==> src/rtl/gpc_pkg.sv <==
package gpc_pkg;

    typedef enum logic [2:0] {
        GRP_OFF      = 3'd0,
        GRP_PWRUP    = 3'd1,
        GRP_ON       = 3'd2,
        GRP_PWRDN    = 3'd3,
        GRP_DN_ABORT = 3'd4,
        GRP_UP_ABORT = 3'd5
    } grp_state_t;

    localparam logic [11:0] PWR_REG_OFS = 12'h024;
    localparam int DATA_W = 32;

    localparam int B_FRM_OFF  = 0;
    localparam int B_MODE     = 1;
    localparam int B_GRP_TGT  = 2;
    localparam int B_GRP_OFF  = 3;

endpackage

==> src/rtl/gpc_acc_dec.sv <==
module gpc_acc_dec #(
    parameter int NUM_FRAMES  = 4,
    parameter int FRAME_IDX_W = 2
) (
    input  logic                   acc_en,
    input  logic                   acc_wr,
    input  logic [FRAME_IDX_W-1:0] acc_frame,
    input  logic [11:0]            acc_offset,
    output logic [NUM_FRAMES-1:0]  wr_stb,
    output logic                   rd_hit
);
    import gpc_pkg::*;

    logic reg_hit;
    logic frame_ok;

    assign reg_hit  = acc_en && (acc_offset == PWR_REG_OFS);
    assign frame_ok = (32'(acc_frame) < NUM_FRAMES);
    assign rd_hit   = reg_hit && !acc_wr && frame_ok;

    for (genvar i = 0; i < NUM_FRAMES; i++) begin : g_stb
        assign wr_stb[i] = reg_hit && acc_wr && (32'(acc_frame) == i);
    end

endmodule

==> src/rtl/gpc_frame_bank.sv <==
module gpc_frame_bank #(
    parameter int NUM_FRAMES = 4
) (
    input  logic                  clk,
    input  logic                  rst_n,
    input  logic [NUM_FRAMES-1:0] wr_stb,
    input  logic [31:0]           wdata,
    input  logic                  apply,
    output logic [NUM_FRAMES-1:0] want_on,
    output logic [NUM_FRAMES-1:0] mode,
    output logic [NUM_FRAMES-1:0] frame_on
);
    import gpc_pkg::*;

    for (genvar i = 0; i < NUM_FRAMES; i++) begin : g_frm
        always_ff @(posedge clk or negedge rst_n) begin
            if (!rst_n) begin
                want_on[i] <= 1'b0;
                mode[i]    <= 1'b0;
            end else if (wr_stb[i]) begin
                mode[i] <= wdata[B_MODE];
                if (!wdata[B_MODE]) begin
                    want_on[i] <= !wdata[B_FRM_OFF];
                end
            end
        end

        always_ff @(posedge clk or negedge rst_n) begin
            if (!rst_n) begin
                frame_on[i] <= 1'b0;
            end else if (apply) begin
                frame_on[i] <= want_on[i];
            end
        end
    end

endmodule

==> src/rtl/gpc_grp_seq.sv <==
module gpc_grp_seq #(
    parameter int NUM_FRAMES = 4,
    parameter int UP_CYCLES  = 8,
    parameter int DN_CYCLES  = 8
) (
    input  logic                  clk,
    input  logic                  rst_n,
    input  logic [NUM_FRAMES-1:0] want_on,
    input  logic                  abort_i,
    output logic                  grp_req_off,
    output logic                  grp_off,
    output logic                  apply_o
);
    import gpc_pkg::*;

    localparam int MAX_CYC = (UP_CYCLES > DN_CYCLES) ? UP_CYCLES : DN_CYCLES;
    localparam int CNT_W   = (MAX_CYC > 1) ? $clog2(MAX_CYC + 1) : 1;
    localparam logic [CNT_W-1:0] UP_LAST = CNT_W'(UP_CYCLES - 1);
    localparam logic [CNT_W-1:0] DN_LAST = CNT_W'(DN_CYCLES - 1);

    grp_state_t      state_q, state_d;
    logic [CNT_W-1:0] cnt_q;
    logic            any_req;

    assign any_req = |want_on;

    always_comb begin
        state_d = state_q;
        unique case (state_q)
            GRP_OFF:      if (any_req) state_d = GRP_PWRUP;
            GRP_PWRUP: begin
                if (abort_i)               state_d = GRP_UP_ABORT;
                else if (cnt_q == UP_LAST) state_d = GRP_ON;
            end
            GRP_ON:       if (!any_req) state_d = GRP_PWRDN;
            GRP_PWRDN: begin
                if (abort_i || any_req)    state_d = GRP_DN_ABORT;
                else if (cnt_q == DN_LAST) state_d = GRP_OFF;
            end
            GRP_DN_ABORT: state_d = GRP_ON;
            GRP_UP_ABORT: state_d = GRP_OFF;
            default:      state_d = GRP_OFF;
        endcase
    end

    always_ff @(posedge clk or negedge rst_n) begin
        if (!rst_n) begin
            state_q <= GRP_OFF;
        end else begin
            state_q <= state_d;
        end
    end

    always_ff @(posedge clk or negedge rst_n) begin
        if (!rst_n) begin
            cnt_q <= '0;
        end else if (state_d != state_q) begin
            cnt_q <= '0;
        end else if (state_q == GRP_PWRUP || state_q == GRP_PWRDN) begin
            cnt_q <= cnt_q + 1'b1;
        end
    end

    always_comb begin
        grp_req_off = 1'b1;
        grp_off     = 1'b1;
        apply_o     = 1'b0;
        unique case (state_q)
            GRP_OFF:      begin grp_req_off = 1'b1; grp_off = 1'b1; end
            GRP_PWRUP:    begin grp_req_off = 1'b0; grp_off = 1'b1; end
            GRP_ON:       begin grp_req_off = 1'b0; grp_off = 1'b0; apply_o = 1'b1; end
            GRP_PWRDN:    begin grp_req_off = 1'b1; grp_off = 1'b0; end
            GRP_DN_ABORT: begin grp_req_off = 1'b0; grp_off = 1'b0; end
            GRP_UP_ABORT: begin grp_req_off = 1'b1; grp_off = 1'b1; end
            default:      begin grp_req_off = 1'b1; grp_off = 1'b1; end
        endcase
    end

endmodule

==> src/rtl/gpc_rd_mux.sv <==
module gpc_rd_mux #(
    parameter int NUM_FRAMES  = 4,
    parameter int FRAME_IDX_W = 2
) (
    input  logic                   rd_hit,
    input  logic [FRAME_IDX_W-1:0] sel,
    input  logic [NUM_FRAMES-1:0]  mode,
    input  logic [NUM_FRAMES-1:0]  frame_on,
    input  logic                   grp_req_off,
    input  logic                   grp_off,
    output logic [31:0]            rdata
);
    import gpc_pkg::*;

    logic sel_mode;
    logic sel_on;

    always_comb begin
        sel_mode = 1'b0;
        sel_on   = 1'b0;
        for (int i = 0; i < NUM_FRAMES; i++) begin
            if (32'(sel) == i) begin
                sel_mode = mode[i];
                sel_on   = frame_on[i];
            end
        end
    end

    always_comb begin
        rdata = '0;
        if (rd_hit) begin
            rdata[B_FRM_OFF] = !sel_on;
            rdata[B_MODE]    = sel_mode;
            rdata[B_GRP_TGT] = grp_req_off;
            rdata[B_GRP_OFF] = grp_off;
        end
    end

endmodule

==> src/rtl/grp_pwr_gate_ctrl.sv <==
module grp_pwr_gate_ctrl #(
    parameter int NUM_FRAMES  = 4,
    parameter int UP_CYCLES   = 8,
    parameter int DN_CYCLES   = 8,
    parameter int FRAME_IDX_W = (NUM_FRAMES > 1) ? $clog2(NUM_FRAMES) : 1
) (
    input  logic                   clk,
    input  logic                   rst_n,
    input  logic                   acc_en,
    input  logic                   acc_wr,
    input  logic [FRAME_IDX_W-1:0] acc_frame,
    input  logic [11:0]            acc_offset,
    input  logic [31:0]            acc_wdata,
    output logic [31:0]            acc_rdata,
    input  logic                   grp_abort,
    output logic [NUM_FRAMES-1:0]  frame_pwr_o
);

    logic [NUM_FRAMES-1:0] wr_stb;
    logic                  rd_hit;
    logic [NUM_FRAMES-1:0] want_on;
    logic [NUM_FRAMES-1:0] mode;
    logic [NUM_FRAMES-1:0] frame_on;
    logic                  grp_req_off;
    logic                  grp_off;
    logic                  apply;

    gpc_acc_dec #(.NUM_FRAMES(NUM_FRAMES), .FRAME_IDX_W(FRAME_IDX_W)) u_dec (
        .acc_en     (acc_en),
        .acc_wr     (acc_wr),
        .acc_frame  (acc_frame),
        .acc_offset (acc_offset),
        .wr_stb     (wr_stb),
        .rd_hit     (rd_hit)
    );

    gpc_frame_bank #(.NUM_FRAMES(NUM_FRAMES)) u_bank (
        .clk      (clk),
        .rst_n    (rst_n),
        .wr_stb   (wr_stb),
        .wdata    (acc_wdata),
        .apply    (apply),
        .want_on  (want_on),
        .mode     (mode),
        .frame_on (frame_on)
    );

    gpc_grp_seq #(
        .NUM_FRAMES (NUM_FRAMES),
        .UP_CYCLES  (UP_CYCLES),
        .DN_CYCLES  (DN_CYCLES)
    ) u_seq (
        .clk         (clk),
        .rst_n       (rst_n),
        .want_on     (want_on),
        .abort_i     (grp_abort),
        .grp_req_off (grp_req_off),
        .grp_off     (grp_off),
        .apply_o     (apply)
    );

    gpc_rd_mux #(.NUM_FRAMES(NUM_FRAMES), .FRAME_IDX_W(FRAME_IDX_W)) u_mux (
        .rd_hit      (rd_hit),
        .sel         (acc_frame),
        .mode        (mode),
        .frame_on    (frame_on),
        .grp_req_off (grp_req_off),
        .grp_off     (grp_off),
        .rdata       (acc_rdata)
    );

    assign frame_pwr_o = frame_on;

endmodule

==> config.mk <==
export PLATFORM = sky130hd
export DESIGN_NAME = grp_pwr_gate_ctrl
export DESIGN_NICKNAME = d
export VERILOG_FILES = /design/src/rtl/gpc_pkg.sv /design/src/rtl/gpc_acc_dec.sv /design/src/rtl/gpc_frame_bank.sv /design/src/rtl/gpc_grp_seq.sv /design/src/rtl/gpc_rd_mux.sv /design/src/rtl/grp_pwr_gate_ctrl.sv
export SDC_FILE = /design/constraint.sdc
export NUM_CORES = 1
export LEC_CHECK = 0
export ABC_AREA = 1
export BUFFER_PORTS_ARGS = -buffer_cell sky130_fd_sc_hd__buf_4
export CAP_MARGIN = 5
export CORE_MARGIN = 5
export CORE_UTILIZATION = 25
export CTS_BUF_LIST = sky130_fd_sc_hd__clkbuf_8
export CTS_CLUSTER_SIZE = 8
export DETAILED_ROUTE_END_ITERATION = 7
export PLACE_DENSITY_LB_ADDON = 0.05
export SYNTH_ARGS = -nofsm -noshare
export SYNTH_HDL_FRONTEND = slang
export SYNTH_SLANG_ARGS = --single-unit
==> constraint.sdc <==
create_clock -name clk -period 2.65 [get_ports clk]
set_input_delay 0.1325 -clock clk [delete_from_list [all_inputs] [get_ports clk]]
set_output_delay 0.1325 -clock clk [all_outputs]
set_load 0.01 [all_outputs]
# Yosys cells after proc, flatten, opt, wreduce, memory -nomap -nowiden
# Cells that the tools add are included.
[totals]
wordCells = 69
in_bits = 51
out_inout_bits = 36
reg_bits = 19
[op_classes]
eq_ne = 10
n_bitwise = 1
muxes = 21
n_reduce_logical = 22
n_addsub = 1
[op_table]
columns = ["op", "n"]
rows = [
  ["2-to-1 mux 3 bit", 6],
  ["one-hot mux 3 bit (5 select lines)", 1],
  ["== test 12 x 6 -> 1 bit (second input constant)", 1],
  ["2-to-1 mux 4 bit", 3],
  ["2-to-1 mux 1 bit", 11],
  ["AND reduction 2 bit", 4],
  ["logical AND 1 bit", 7],
  ["== test 3 x 2 -> 1 bit (second input constant)", 2],
  ["OR reduction 3 bit", 2],
  ["adder 4 x 1 -> 4 bit (second input constant)", 1],
  ["== test 2 bit (second input constant)", 2],
  ["== test 4 x 3 -> 1 bit (second input constant)", 1],
  ["OR reduction 4 bit", 1],
  ["== test 3 x 1 -> 1 bit (second input constant)", 1],
  ["== test 3 bit (second input constant)", 1],
  ["logical NOT 1 bit", 3],
  ["logical NOT 3 bit", 1],
  ["inequality test 3 bit", 1],
  ["== test 2 x 1 -> 1 bit (second input constant)", 1],
  ["logical NOT 2 bit", 1],
  ["logical OR 1 bit", 2],
  ["nonzero test 2 bit", 1],
  ["inverter 1 bit", 1],
]

# Logic depth before layout (Yosys ltp)
# Gate-level depths: netlist of run 1.
[logic_depth]
word_depth = 7
depth_mapped = 11
depth_no_buf = 11

# Cells and area by module
# From an unflattened synthesis of run 1, not the netlist that was laid out.
[unflattened]
hier_cells = 188
area_unflattened_um2 = 1345.0
[by_module_without_submodules]
columns = ["mod", "seq_area_each_um2", "cells_per_inst", "area_per_inst_um2", "instances"]
rows = [
  ["gpc_frame_bank", 300.3, 51, 478.0, 1],
  ["gpc_grp_seq", 175.2, 60, 445.4, 1],
  ["gpc_rd_mux", 0.0, 52, 312.8, 1],
  ["gpc_acc_dec", 0.0, 25, 108.9, 1],
]

# Worst setup path before layout of run 1
# OpenSTA, ideal clock, no wires.
[synth_path]
kind = "register to register"
startpoint = "register u_seq.cnt_q[0]"
endpoint = "register u_seq.cnt_q[3]"
path_buffers = 0
arrival_time_ns = 1.187
required_ns = 2.530
setup_time_ns = 0.120
path_slack_ns = 1.343
stages_incl_launch_ff = 12
path_cell_list = "dfrtp_1 > ha_1 > nand2_1 > nor2_1 > nor2_1 > nand2_1 > nand2_1 > nand2_1 > nand2_1 > nand2_1 > nand4_2 > nor2_1"
[synth_via]
elab_chain_len = 6
[synth_rtl]
columns = ["item", "line", "source"]
rows = [
  ["start: declaration", "gpc_grp_seq.sv:22", "logic [CNT_W-1:0] cnt_q;"],
  ["start signal: assignment", "gpc_grp_seq.sv:60", "cnt_q <= cnt_q + 1'b1;"],
  ["== test 4 x 3 -> 1 bit (*)", "gpc_grp_seq.sv:33, gpc_grp_seq.sv:38", ""],
  ["2-to-1 mux 3 bit, on equally long branches", "gpc_grp_seq.sv:38, gpc_grp_seq.sv:33", ""],
  ["2-to-1 mux 3 bit, on equally long branches", "gpc_grp_seq.sv:37, gpc_grp_seq.sv:32", ""],
  ["one-hot mux 3 bit (5 select lines) (*)", "gpc_grp_seq.sv:29", "unique case (state_q)"],
  ["named net u_seq.state_d[1]", "gpc_grp_seq.sv:21", "grp_state_t state_q, state_d;"],
  ["inequality test 3 bit (*)", "gpc_grp_seq.sv:57", "end else if (state_d != state_q) begin"],
  ["2-to-1 mux 4 bit or nonzero test 2 bit (tied branches)", "--", ""],
]
# The timed path passes the listed nets; every way through them passes the cells marked *. The select of a mux whose other input is x is not followed.
# A chain may end at the register's enable or synchronous reset.

# Worst setup path after layout of run 1
[layout_path]
startpoint = "register u_seq.state_q[1]"
endpoint = "output acc_rdata[3]"
[layout_via]
elab_chain_len = 4
[layout_rtl]
columns = ["item", "line", "source"]
rows = [
  ["start: declaration", "gpc_grp_seq.sv:21", ""],
  ["start signal: assignment", "gpc_grp_seq.sv:50", "state_q <= state_d;"],
  ["== test 3 x 2 -> 1 bit or == test 3 bit (tied branches)", "gpc_grp_seq.sv:68", "unique case (state_q)"],
  ["OR reduction 3 bit (no source line) (*)", "--", ""],
  ["2-to-1 mux 1 bit (*)", "gpc_grp_seq.sv:68", ""],
  ["2-to-1 mux 4 bit (*)", "gpc_rd_mux.sv:31", "if (rd_hit) begin"],
  ["end: declaration", "grp_pwr_gate_ctrl.sv:14", "output logic [31:0] acc_rdata,"],
]
# Mark *: on every way between the ends. The rest lies on a longest branch, timed or not.

==> flow_metrics.env, run 1 <==
export IMPL_status="finished clean"
export IMPL_critical_path_endpoint_type="primary output"
export IMPL_top_layer_used="met4"
export IMPL_max_clock_freq_mhz=597
export IMPL_maximum_number_of_pins_on_one_net_before_global_route_repair=20
export IMPL_nNetsFinal=288
export IMPL_worst_ep_required_time_ps=2520
export IMPL_clkTransAtPathRegs_ps=80
export IMPL_yosysTopAreaCellShare_pct=33.9
export IMPL_synth_cell_area_mm2=0.00140
export IMPL_critical_path_arrival_ps=1540
export IMPL_final_layout_size_suffix_gt1_share_pct=20.4
export IMPL_num_fill_cells=634
export IMPL_pwr_cell_area_mw_per_mm2=607
export IMPL_ys_seq_area_share_pct=33.9
export IMPL_routedWlPerCell_um=10.9
export IMPL_final_setup_viol_count=0
export IMPL_initial_antenna_violation_count=0
export IMPL_hpwl_um=2840
export IMPL_grt_pass1_vias=1212
export IMPL_period_share_pct=63.2
export IMPL_timing_critical_path_from_type="flip-flop"
export IMPL_post_synth_top_area_cell="dfrtp_1"
export IMPL_synth_area_top_cells="dfrtp_1, buf_4, nand2_1"
export IMPL_cts_path_max_buffers=2
export IMPL_route_antenna_remaining_nets=0
export IMPL_postSynthCellCount=203
export IMPL_vias=1205
export IMPL_postSynthRegisterBits=19
export IMPL_wl_met3_um=190
export IMPL_fin_tns_setup_ps=0
export IMPL_die_y_um=84.9
export IMPL_ir_worst_vdd_mv=0.205
export IMPL_criticalPathCategory="flip-flop to primary output"
export IMPL_crit_fanout=6
export IMPL_clock_skew_ps=3.01
export IMPL_buffer_ports_inserted=28
export IMPL_hold_viol=0
export IMPL_syn_area_per_cell_um2=6.92
export IMPL_num_io_pins=87
export IMPL_yosys_warnings=0
export IMPL_floorplan_initialDensity_pct=25.7
export IMPL_globalRouteOverflowTotal=0
export IMPL_cts_buffers_inserted=3
export IMPL_seq_area_um2=475
export IMPL_drcViolationCount=0
export IMPL_drt_iter0_markers=26
export IMPL_clock_root_buffer="clkbuf_8"
export IMPL_tritoncts="built"
export IMPL_grt_setup_unrepaired="false"
export IMPL_met1Wirelength_um=1650
export IMPL_wl_met2_um=1470
export IMPL_timing_max_transition_violations_final=0
export IMPL_total_inserted_antenna_cells=0
export IMPL_detail_route_vias_per_cell=3.93
export IMPL_die_w_um=84.9
export IMPL_p_leak_nw=0.919
export IMPL_yosys_cell_types_count=27
export IMPL_clock_sinks=19
export IMPL_die_area_mm2=0.00721
export IMPL_grt_first_pass_wirelength_um=5730
export IMPL_global_route_usage_total_pct=9.80
export IMPL_gpl_wtd_cong=0.732
export IMPL_timing_hold_worst_class="primary input to flip-flop"
export IMPL_hold_worst_slack_ps=66.7
export IMPL_drt_total_wl_um=3360
export IMPL_multi_input_comb_area_um2=688
export IMPL_rrSetupSlack_ps=1140
export IMPL_detail_route_first_pass_iterations=4
export IMPL_drv_max_cap_violation_count=0
export IMPL_floorplan_core_area_mm2=0.00547
export IMPL_clk_latency_ps=260
export IMPL_area_delta_synth_final_pct=17.6
export IMPL_finalWorstPathRequiredPeriod_ps=1680
export IMPL_postCtsResizedCells=0
export IMPL_h_tree_depth=1
export IMPL_placement_rows=27
-- critical path, cell delays in order (launching register included) --
cell and delay [ps]:
dfrtp_1 470, inv_2 90, nor3_4 230, inv_2 110
nand2_2 90, inv_2 40, nand2_1 50, nor2_1 40
buf_4 140
-- cell families (layout without fill, tap and decap cells) --
family / Yosys count / count (layout) / synth area share, %
mux: 1 / 1 / 0.713
xor+xnor: 3 / 3 / 1.87
compound gates: 18 / 18 / 7.22
fa+ha+maj: 1 / 1 / 0.891
buf+inv: 63 / 68 / 24.3
flops: 19 / 19 / 33.9
simple gates: 97 / 97 / 30.8
other cells: 1 / 28 / 0.267
-- synth_stat cells --
cell	n
o221ai_1	1
xnor2_1	1
o21ai_0	3
o21a_1	1
a21oi_1	1
nand3_2	1
nand4_2	1
nor3_4	1
inv_2	8
nand3b_1	1
buf_4	28
inv_1	25
conb_1	1
nand4_1	4
nand3_1	6
nand2_1	51
nor3_1	6
ha_1	1
xor2_1	2
dfrtp_1	19
nor2_2	1
nand2_2	4
nor2_1	21
o21ai_1	10
mux2i_1	1
a211oi_1	2
clkinv_1	2
-- metrics by stage --
stage / cells / power (W) / util (%) / setup slack (ps) / area, um2
final: 307 / 0.00100 / 30.2 / 974 / 1650
after global routing: 307 / 0.00110 / 30.2 / 797 / 1650
after CTS: 307 / 0.00102 / 30.2 / 930 / 1650
after detailed placement: 302 / 0.000798 / 29.1 / 1130 / 1600
after global placement: 302 / 0.000804 / 29.1 / 1100 / 1600
after floorplan: 230 / 0.000703 / - / 1340 / 1510
-- cell usage in the layout, fill, tap and decap left out, types with 2 or more instances in the layout --
| cell type | Yosys | routed |
|---|---|---|
| conb_1 | 1 | 28 |
| nor2_1 | 21 | 21 |
| buf_4 | 28 | 28 |
| nand2_1 | 51 | 51 |
| nand2_2 | 4 | 4 |
| nor3_1 | 6 | 6 |
| nand3_1 | 6 | 6 |
| xor2_1 | 2 | 2 |
| inv_1 | 25 | 25 |
| clkbuf_8 | 0 | 3 |
| o21ai_1 | 10 | 10 |
| inv_2 | 8 | 8 |
| dfrtp_1 | 19 | 19 |
| o21ai_0 | 3 | 3 |
| clkinv_1 | 2 | 2 |
| a211oi_1 | 2 | 2 |
| nand4_1 | 4 | 4 |
-- flip-flops by register name, summed over array words and instances (netlist names) --
register and count:
u_bank.want_on 4, u_bank.frame_on 4, u_bank.mode 4, u_seq.cnt_q 4, u_seq.state_q 3
-- final timing paths --
| kind | cells after the start | start | end |
|---|---|---|---|
| max | 8 | u_seq.state_q[1] | acc_rdata[3] |
| min | 2 | acc_wdata[0] | u_bank.want_on[0] |
| max reg2reg | 8 | u_seq.state_q[1] | u_seq.cnt_q[1] |
| min reg2reg | 2 | u_bank.want_on[1] | u_bank.frame_on[1] |
| max in group asynchronous | 2 | rst_n | u_seq.state_q[2] |
| min in group asynchronous | 2 | rst_n | u_bank.mode[0] |
-- repair_timing --
action | CTS | global route
buffers inserted | 0 | 0
endpoints found under the setup margin | 0 | 0
hold endpoints to repair | 19 | 0
hold buffers | 1 | 0
-- layer usage --
layer | up-vias | track usage [%]
met5 | - | 0
met4 | 0 | 3.88
met3 | 4 | 0.874
met2 | 46 | 15.8
met1 | 522 | 13.5
li1 | 633 | -
-- where the power goes --
group | total (W) | switching, W | internal, W
Clock | 0.000215 | 0.000110 | 0.000105
Combinational | 0.000401 | 0.000256 | 0.000145
Sequential | 0.000387 | 0.0000597 | 0.000328
-- cell type report --
| cell class | count | share of cell area [%] |
|---|---|---|
| Clock buffer | 3 | 2.50 |
| Clock inverter | 1 | 0.303 |
| Inverter | 35 | 7.95 |
| Multi-Input combinational cell | 148 | 41.7 |
| Sequential cell | 19 | 28.8 |
| Tap cell | 72 | 5.45 |
| Timing Repair Buffer | 29 | 13.3 |
No activity file was read; power rests on OpenSTA's default activity.
==> run 2: changes to the inputs <==
clock period = 1.4 ns   (was 2.65 ns; I/O delays follow)
==> flow_metrics.env, run 2 (same netlist as run 1, synthesis figures left out) <==
export IMPL_status="complete, but fails checks"
export IMPL_violated_checks="setup timing"
export IMPL_floorplan_initialDensity_pct=25.7
export IMPL_die_w_um=84.9
export IMPL_globalRouteOverflowTotal=0
export IMPL_worst_ep_required_time_ps=1330
export IMPL_cpPeakStageDelay_ps=420
export IMPL_final_layout_size_suffix_gt1_share_pct=34.0
export IMPL_maximum_number_of_pins_on_one_net_before_global_route_repair=20
export IMPL_internal_power_w=0.00142
export IMPL_drt_total_wl_um=3510
export IMPL_crit_fanout=3
export IMPL_routedWlPerCell_um=10.5
export IMPL_max_clock_freq_mhz=689
export IMPL_vias=1326
export IMPL_timing_max_transition_violations_final=0
export IMPL_layout_cells_most_common_list="buf_4, nand2_1, conb_1"
export IMPL_clock_sinks=19
export IMPL_tritoncts="built"
export IMPL_drv_max_cap_violation_count=0
export IMPL_power_net_switching_w=0.000947
export IMPL_dpl_cell_count=323
export IMPL_drt_iter0_markers=26
export IMPL_comb_power_share_pct=52.9
export IMPL_clock_power_share_pct=16.5
export IMPL_power_sequential_fraction_pct=30.5
export IMPL_grt_setup_unrepaired="true"
export IMPL_whs_path_depth=2
export IMPL_final_setup_viol_count=6
export IMPL_clk_latency_ps=260
export IMPL_crit_chain="buf_6, nor3_4, inv_2, nand2_2, inv_2, nand2_2, nor2_2, buf_4"
export IMPL_finalWorstPathRequiredPeriod_ps=1450
export IMPL_hold_viol=0
export IMPL_detail_route_first_pass_iterations=4
export IMPL_clock_root_buffer="clkbuf_8"
export IMPL_critical_path_depth=8
export IMPL_h_tree_depth=1
export IMPL_num_io_pins=87
export IMPL_p_leak_nw=1.06
export IMPL_die_area_mm2=0.00721
export IMPL_hpwl_um=2850
export IMPL_gpl_wtd_cong=0.778
export IMPL_finish_instance_area_mm2=0.00192
export IMPL_clock_skew_ps=5.54
export IMPL_drcViolationCount=0
export IMPL_leading_cell_type_in_the_layout_fill_and_taps_excluded="buf_4"
export IMPL_period_share_pct=104
export IMPL_number_of_cells_on_the_worst_reg_to_reg_path=7
export IMPL_final_non_filler_cell_total=334
export IMPL_total_inserted_antenna_cells=0
export IMPL_cts_buffers_inserted=3
export IMPL_num_fill_cells=614
export IMPL_timing_critical_path_from_type="flip-flop"
export IMPL_power_switching_share_pct=40.0
export IMPL_timing_final_ws_setup_ps=-51.0
export IMPL_route_antenna_remaining_nets=0
export IMPL_timing_hold_worst_class="primary input to flip-flop"
export IMPL_clkTransAtPathRegs_ps=80
export IMPL_die_y_um=84.9
export IMPL_initial_antenna_violation_count=0
export IMPL_path_buf_inv=4
export IMPL_grt_pass1_vias=1337
export IMPL_critical_path_arrival_ps=1380
export IMPL_criticalPathCategory="flip-flop to primary output"
export IMPL_detailed_place_area_mm2=0.00175
export IMPL_utilization_pct=35.0
export IMPL_grt_first_pass_wirelength_um=5960
export IMPL_global_route_usage_total_pct=10.0
export IMPL_timing_critical_path_max_delay_family="flip-flops"
export IMPL_pwr_cell_area_mw_per_mm2=1230
export IMPL_critical_path_endpoint_type="primary output"
export IMPL_pre_cts_slack_ps=-63.2
export IMPL_area_delta_synth_final_pct=36.5
export IMPL_critical_path_slowest_cell="dfrtp_1"
export IMPL_detail_route_vias_per_cell=3.97
export IMPL_ir_worst_vdd_mv=0.563
export IMPL_nNetsFinal=315
export IMPL_total_power_w=0.00237
export IMPL_buffer_ports_inserted=28
export IMPL_cts_path_max_buffers=2
export IMPL_floorplan_core_area_mm2=0.00547
export IMPL_placement_rows=27
==> run 2: changes by cell type in the layout (fill, tap and decap cells not counted), sizes merged <==
cell / before / now
buf: 28 / 55
clkinv: 3 / 2
inv: 33 / 34
==> run 2: final cells by class <==
class / count / area (um2) / area share, %
multi-input cells: 148 / 746 / 38.9
clock inverters: 1 / 3.75 / 0.196
repair buffers: 56 / 427 / 22.3
clock buffers: 3 / 41.3 / 2.15
inverters: 35 / 131 / 6.85
flip-flops and latches: 19 / 478 / 24.9
well taps: 72 / 90.1 / 4.70
==> run 2: what timing repair did <==
action / in CTS / in global routing
setup buffers: 6 / 0
hold buffers: 1 / 0
endpoints found under the setup margin: 7 / 8
gates resized for setup: 15 / 5
pin swaps: 4 / 0
gates cloned: 0 / 0
hold endpoints to repair: 19 / 0
==> run 2: power groups by stage <==
stage	clock (W)	combinational (W)	sequential, W
6_report	0.000391	0.00125	0.000723
5_1_grt	0.000432	0.00141	0.000737
4_1_cts	0.000417	0.00121	0.000724
3_5_place_dp	0	0.00101	0.000735
3_3_place_gp	0	0.00103	0.000738
2_1_floorplan	0	0.000608	0.000723
==> run 2: path summary, 6_finish.rpt <==
path,startpoint,end,slack (ps)
setup / recovery,u_seq.state_q[2],acc_rdata[3],-50
setup reg to reg,u_seq.state_q[1],u_seq.cnt_q[2],-40
hold / removal,acc_wdata[0],u_bank.want_on[0],10
max in group asynchronous,rst_n,u_seq.state_q[1],950
min in group asynchronous,rst_n,u_bank.frame_on[2],220
hold reg to reg,u_bank.frame_on[3],u_bank.frame_on[3],530
==> run 2: through the flow <==
step | hold slack (ps) | TNS (ps)
6_report | 12.2 | -184
4_1_cts | 7.22 | -166
2_1_floorplan | -226 | 0
5_1_grt | 21.8 | -931
3_3_place_gp | -24.5 | -342
3_5_place_dp | -28.4 | -232
==> run 2: metal layers <==
metal | share of wire [%] | routed length, um | GRT usage, %
met3 | 6.2 | 216 | 0.874
met1 | 48 | 1680 | 13.5
met4 | 1.5 | 51 | 3.88
met2 | 44 | 1560 | 16.4
met5 | 0 | 0 | 0
==> run 3: changes to the inputs <==
clock period = 1.5 ns   (was 1.4 ns; I/O delays follow)
==> flow_metrics.env, run 3 (same netlist as run 1, synthesis figures left out) <==
export IMPL_status="finished clean"
export IMPL_pwr_cell_area_mw_per_mm2=1140
export IMPL_global_route_usage_total_pct=9.98
export IMPL_detail_route_vias_per_cell=3.95
export IMPL_leading_cell_type_in_the_layout_fill_and_taps_excluded="nand2_1"
export IMPL_grt_pass1_vias=1193
export IMPL_max_clock_freq_mhz=684
export IMPL_criticalPathCategory="flip-flop to primary output"
export IMPL_wl_met3_um=203
export IMPL_cts_path_max_buffers=2
export IMPL_num_io_pins=87
export IMPL_cp_startpoint="u_seq.state_q[0]"
export IMPL_timing_critical_path_from_type="flip-flop"
export IMPL_placement_rows=27
export IMPL_hold_viol=0
export IMPL_detail_route_first_pass_iterations=4
export IMPL_buffer_ports_inserted=28
export IMPL_die_y_um=84.9
export IMPL_grt_first_pass_wirelength_um=5750
export IMPL_die_w_um=84.9
export IMPL_num_fill_cells=622
export IMPL_clock_root_buffer="clkbuf_8"
export IMPL_path_buf_inv=3
export IMPL_p_leak_nw=0.987
export IMPL_detailed_place_area_mm2=0.00166
export IMPL_initial_antenna_violation_count=0
export IMPL_clkTransAtPathRegs_ps=80
export IMPL_critical_path_slowest_cell="dfrtp_2"
export IMPL_route_antenna_remaining_nets=0
export IMPL_crit_chain="nor3_4, inv_2, nand2_2, inv_2, nand2_2, nor2_2, buf_4"
export IMPL_drt_total_wl_um=3580
export IMPL_grt_setup_unrepaired="true"
export IMPL_final_setup_viol_count=0
export IMPL_floorplan_core_area_mm2=0.00547
export IMPL_ir_worst_vdd_mv=0.449
export IMPL_dpl_cell_count=310
export IMPL_crit_fanout=5
export IMPL_rrSetupSlack_ps=50
export IMPL_clock_skew_ps=4.58
export IMPL_routedWlPerCell_um=11.2
export IMPL_gpl_wtd_cong=0.748
export IMPL_met1Wirelength_um=1690
export IMPL_reg2reg_from="u_seq.cnt_q[1]"
export IMPL_clock_sinks=19
export IMPL_timing_hold_worst_class="primary input to flip-flop"
export IMPL_critical_path_arrival_ps=1390
export IMPL_drt_iter0_markers=21
export IMPL_h_tree_depth=1
export IMPL_tritoncts="built"
export IMPL_cpPeakStageDelay_ps=460
export IMPL_final_non_filler_cell_total=320
export IMPL_drv_max_cap_violation_count=0
export IMPL_finalWorstPathRequiredPeriod_ps=1460
export IMPL_period_share_pct=97.5
export IMPL_top_layer_used="met4"
export IMPL_critical_path_endpoint_type="primary output"
export IMPL_floorplan_initialDensity_pct=25.7
export IMPL_clk_latency_ps=260
export IMPL_hpwl_um=2860
export IMPL_worst_ep_required_time_ps=1420
export IMPL_finish_instance_area_mm2=0.00183
export IMPL_drcViolationCount=0
export IMPL_layout_cells_most_common_list="nand2_1, buf_4, conb_1"
export IMPL_area_delta_synth_final_pct=30.2
export IMPL_total_inserted_antenna_cells=0
export IMPL_globalRouteOverflowTotal=0
export IMPL_final_layout_size_suffix_gt1_share_pct=31.9
export IMPL_hold_path_startpoint="acc_wdata[0]"
export IMPL_wl_met2_um=1610
export IMPL_timing_max_transition_violations_final=0
export IMPL_utilization_pct=33.4
export IMPL_nNetsFinal=301
export IMPL_cts_buffers_inserted=3
export IMPL_die_area_mm2=0.00721
export IMPL_maximum_number_of_pins_on_one_net_before_global_route_repair=20
export IMPL_timing_critical_path_max_delay_family="flip-flops"
export IMPL_vias=1264
[run 3: cell count changes in the layout (fill, tap and decap cells not counted), sizes merged]
cell / delta
buf: -14
[run 3: worst register-to-register path, delay by kind of cell (launching register included)]
family                     cells  cell delay, ps
DFF                            1             370
and+or+nand+nor               10             820
adders and majority gates      1             190
[run 3: routing by layer]
layer / vias to the layer above / GRT usage, %
met4: 0 / 4.75
met5: - / 0
li1: 661 / -
met3: 5 / 0.971
met2: 42 / 16.3
met1: 556 / 13.2
[run 3: cell type report]
| type | count | area [um2] | area share [%] |
|---|---|---|---|
| timing repair buffer | 42 | 330 | 18.1 |
| clock buffer | 3 | 41.3 | 2.26 |
| inverter | 35 | 131 | 7.19 |
| multi-input combinational | 148 | 753 | 41.2 |
| tap | 72 | 90.1 | 4.93 |
| clock inverter | 1 | 3.75 | 0.205 |
| sequential | 19 | 478 | 26.1 |
[run 3: final timing paths]
check	end	cells past startpoint
worst min register to register	u_bank.frame_on[0]	2
worst max register to register	u_seq.cnt_q[1]	11
worst max-delay path	acc_rdata[3]	7
worst min-delay path	u_bank.want_on[3]	2
max in group asynchronous	u_seq.state_q[1]	2
min in group asynchronous	u_bank.frame_on[2]	2
[run 3: where the power goes]
part           internal (W)  leakage (nW)  total, W  switching, W
Sequential         0.000585         0.230  0.000684     0.0000992
Combinational      0.000462         0.731   0.00104      0.000579
Clock              0.000182        0.0269  0.000365      0.000183
[run 3: metrics by stage]
step | TNS, ps | power, W | hold WS, ps | setup slack (ps)
global route | -337 | 0.00226 | 15.4 | -77.8
floorplan | 0 | 0.00124 | -221 | 193
finish | 0 | 0.00209 | 13.9 | 36.9
CTS | 0 | 0.00193 | 9.29 | 3.85
global placement | 0 | 0.00149 | -20.4 | 18.7
detailed placement | 0 | 0.00147 | -23.0 | 11.2
[run 3: repair_timing]
| action | CTS | global route |
|---|---|---|
| endpoints found under the setup margin | 6 | 7 |
| setup buffers | 1 | 4 |
| endpoints found under the hold margin | 19 | 0 |
| gates cloned | 0 | 0 |
| hold buffers | 1 | 0 |
| resized for setup | 3 | 19 |
| pin swaps | 1 | 8 |
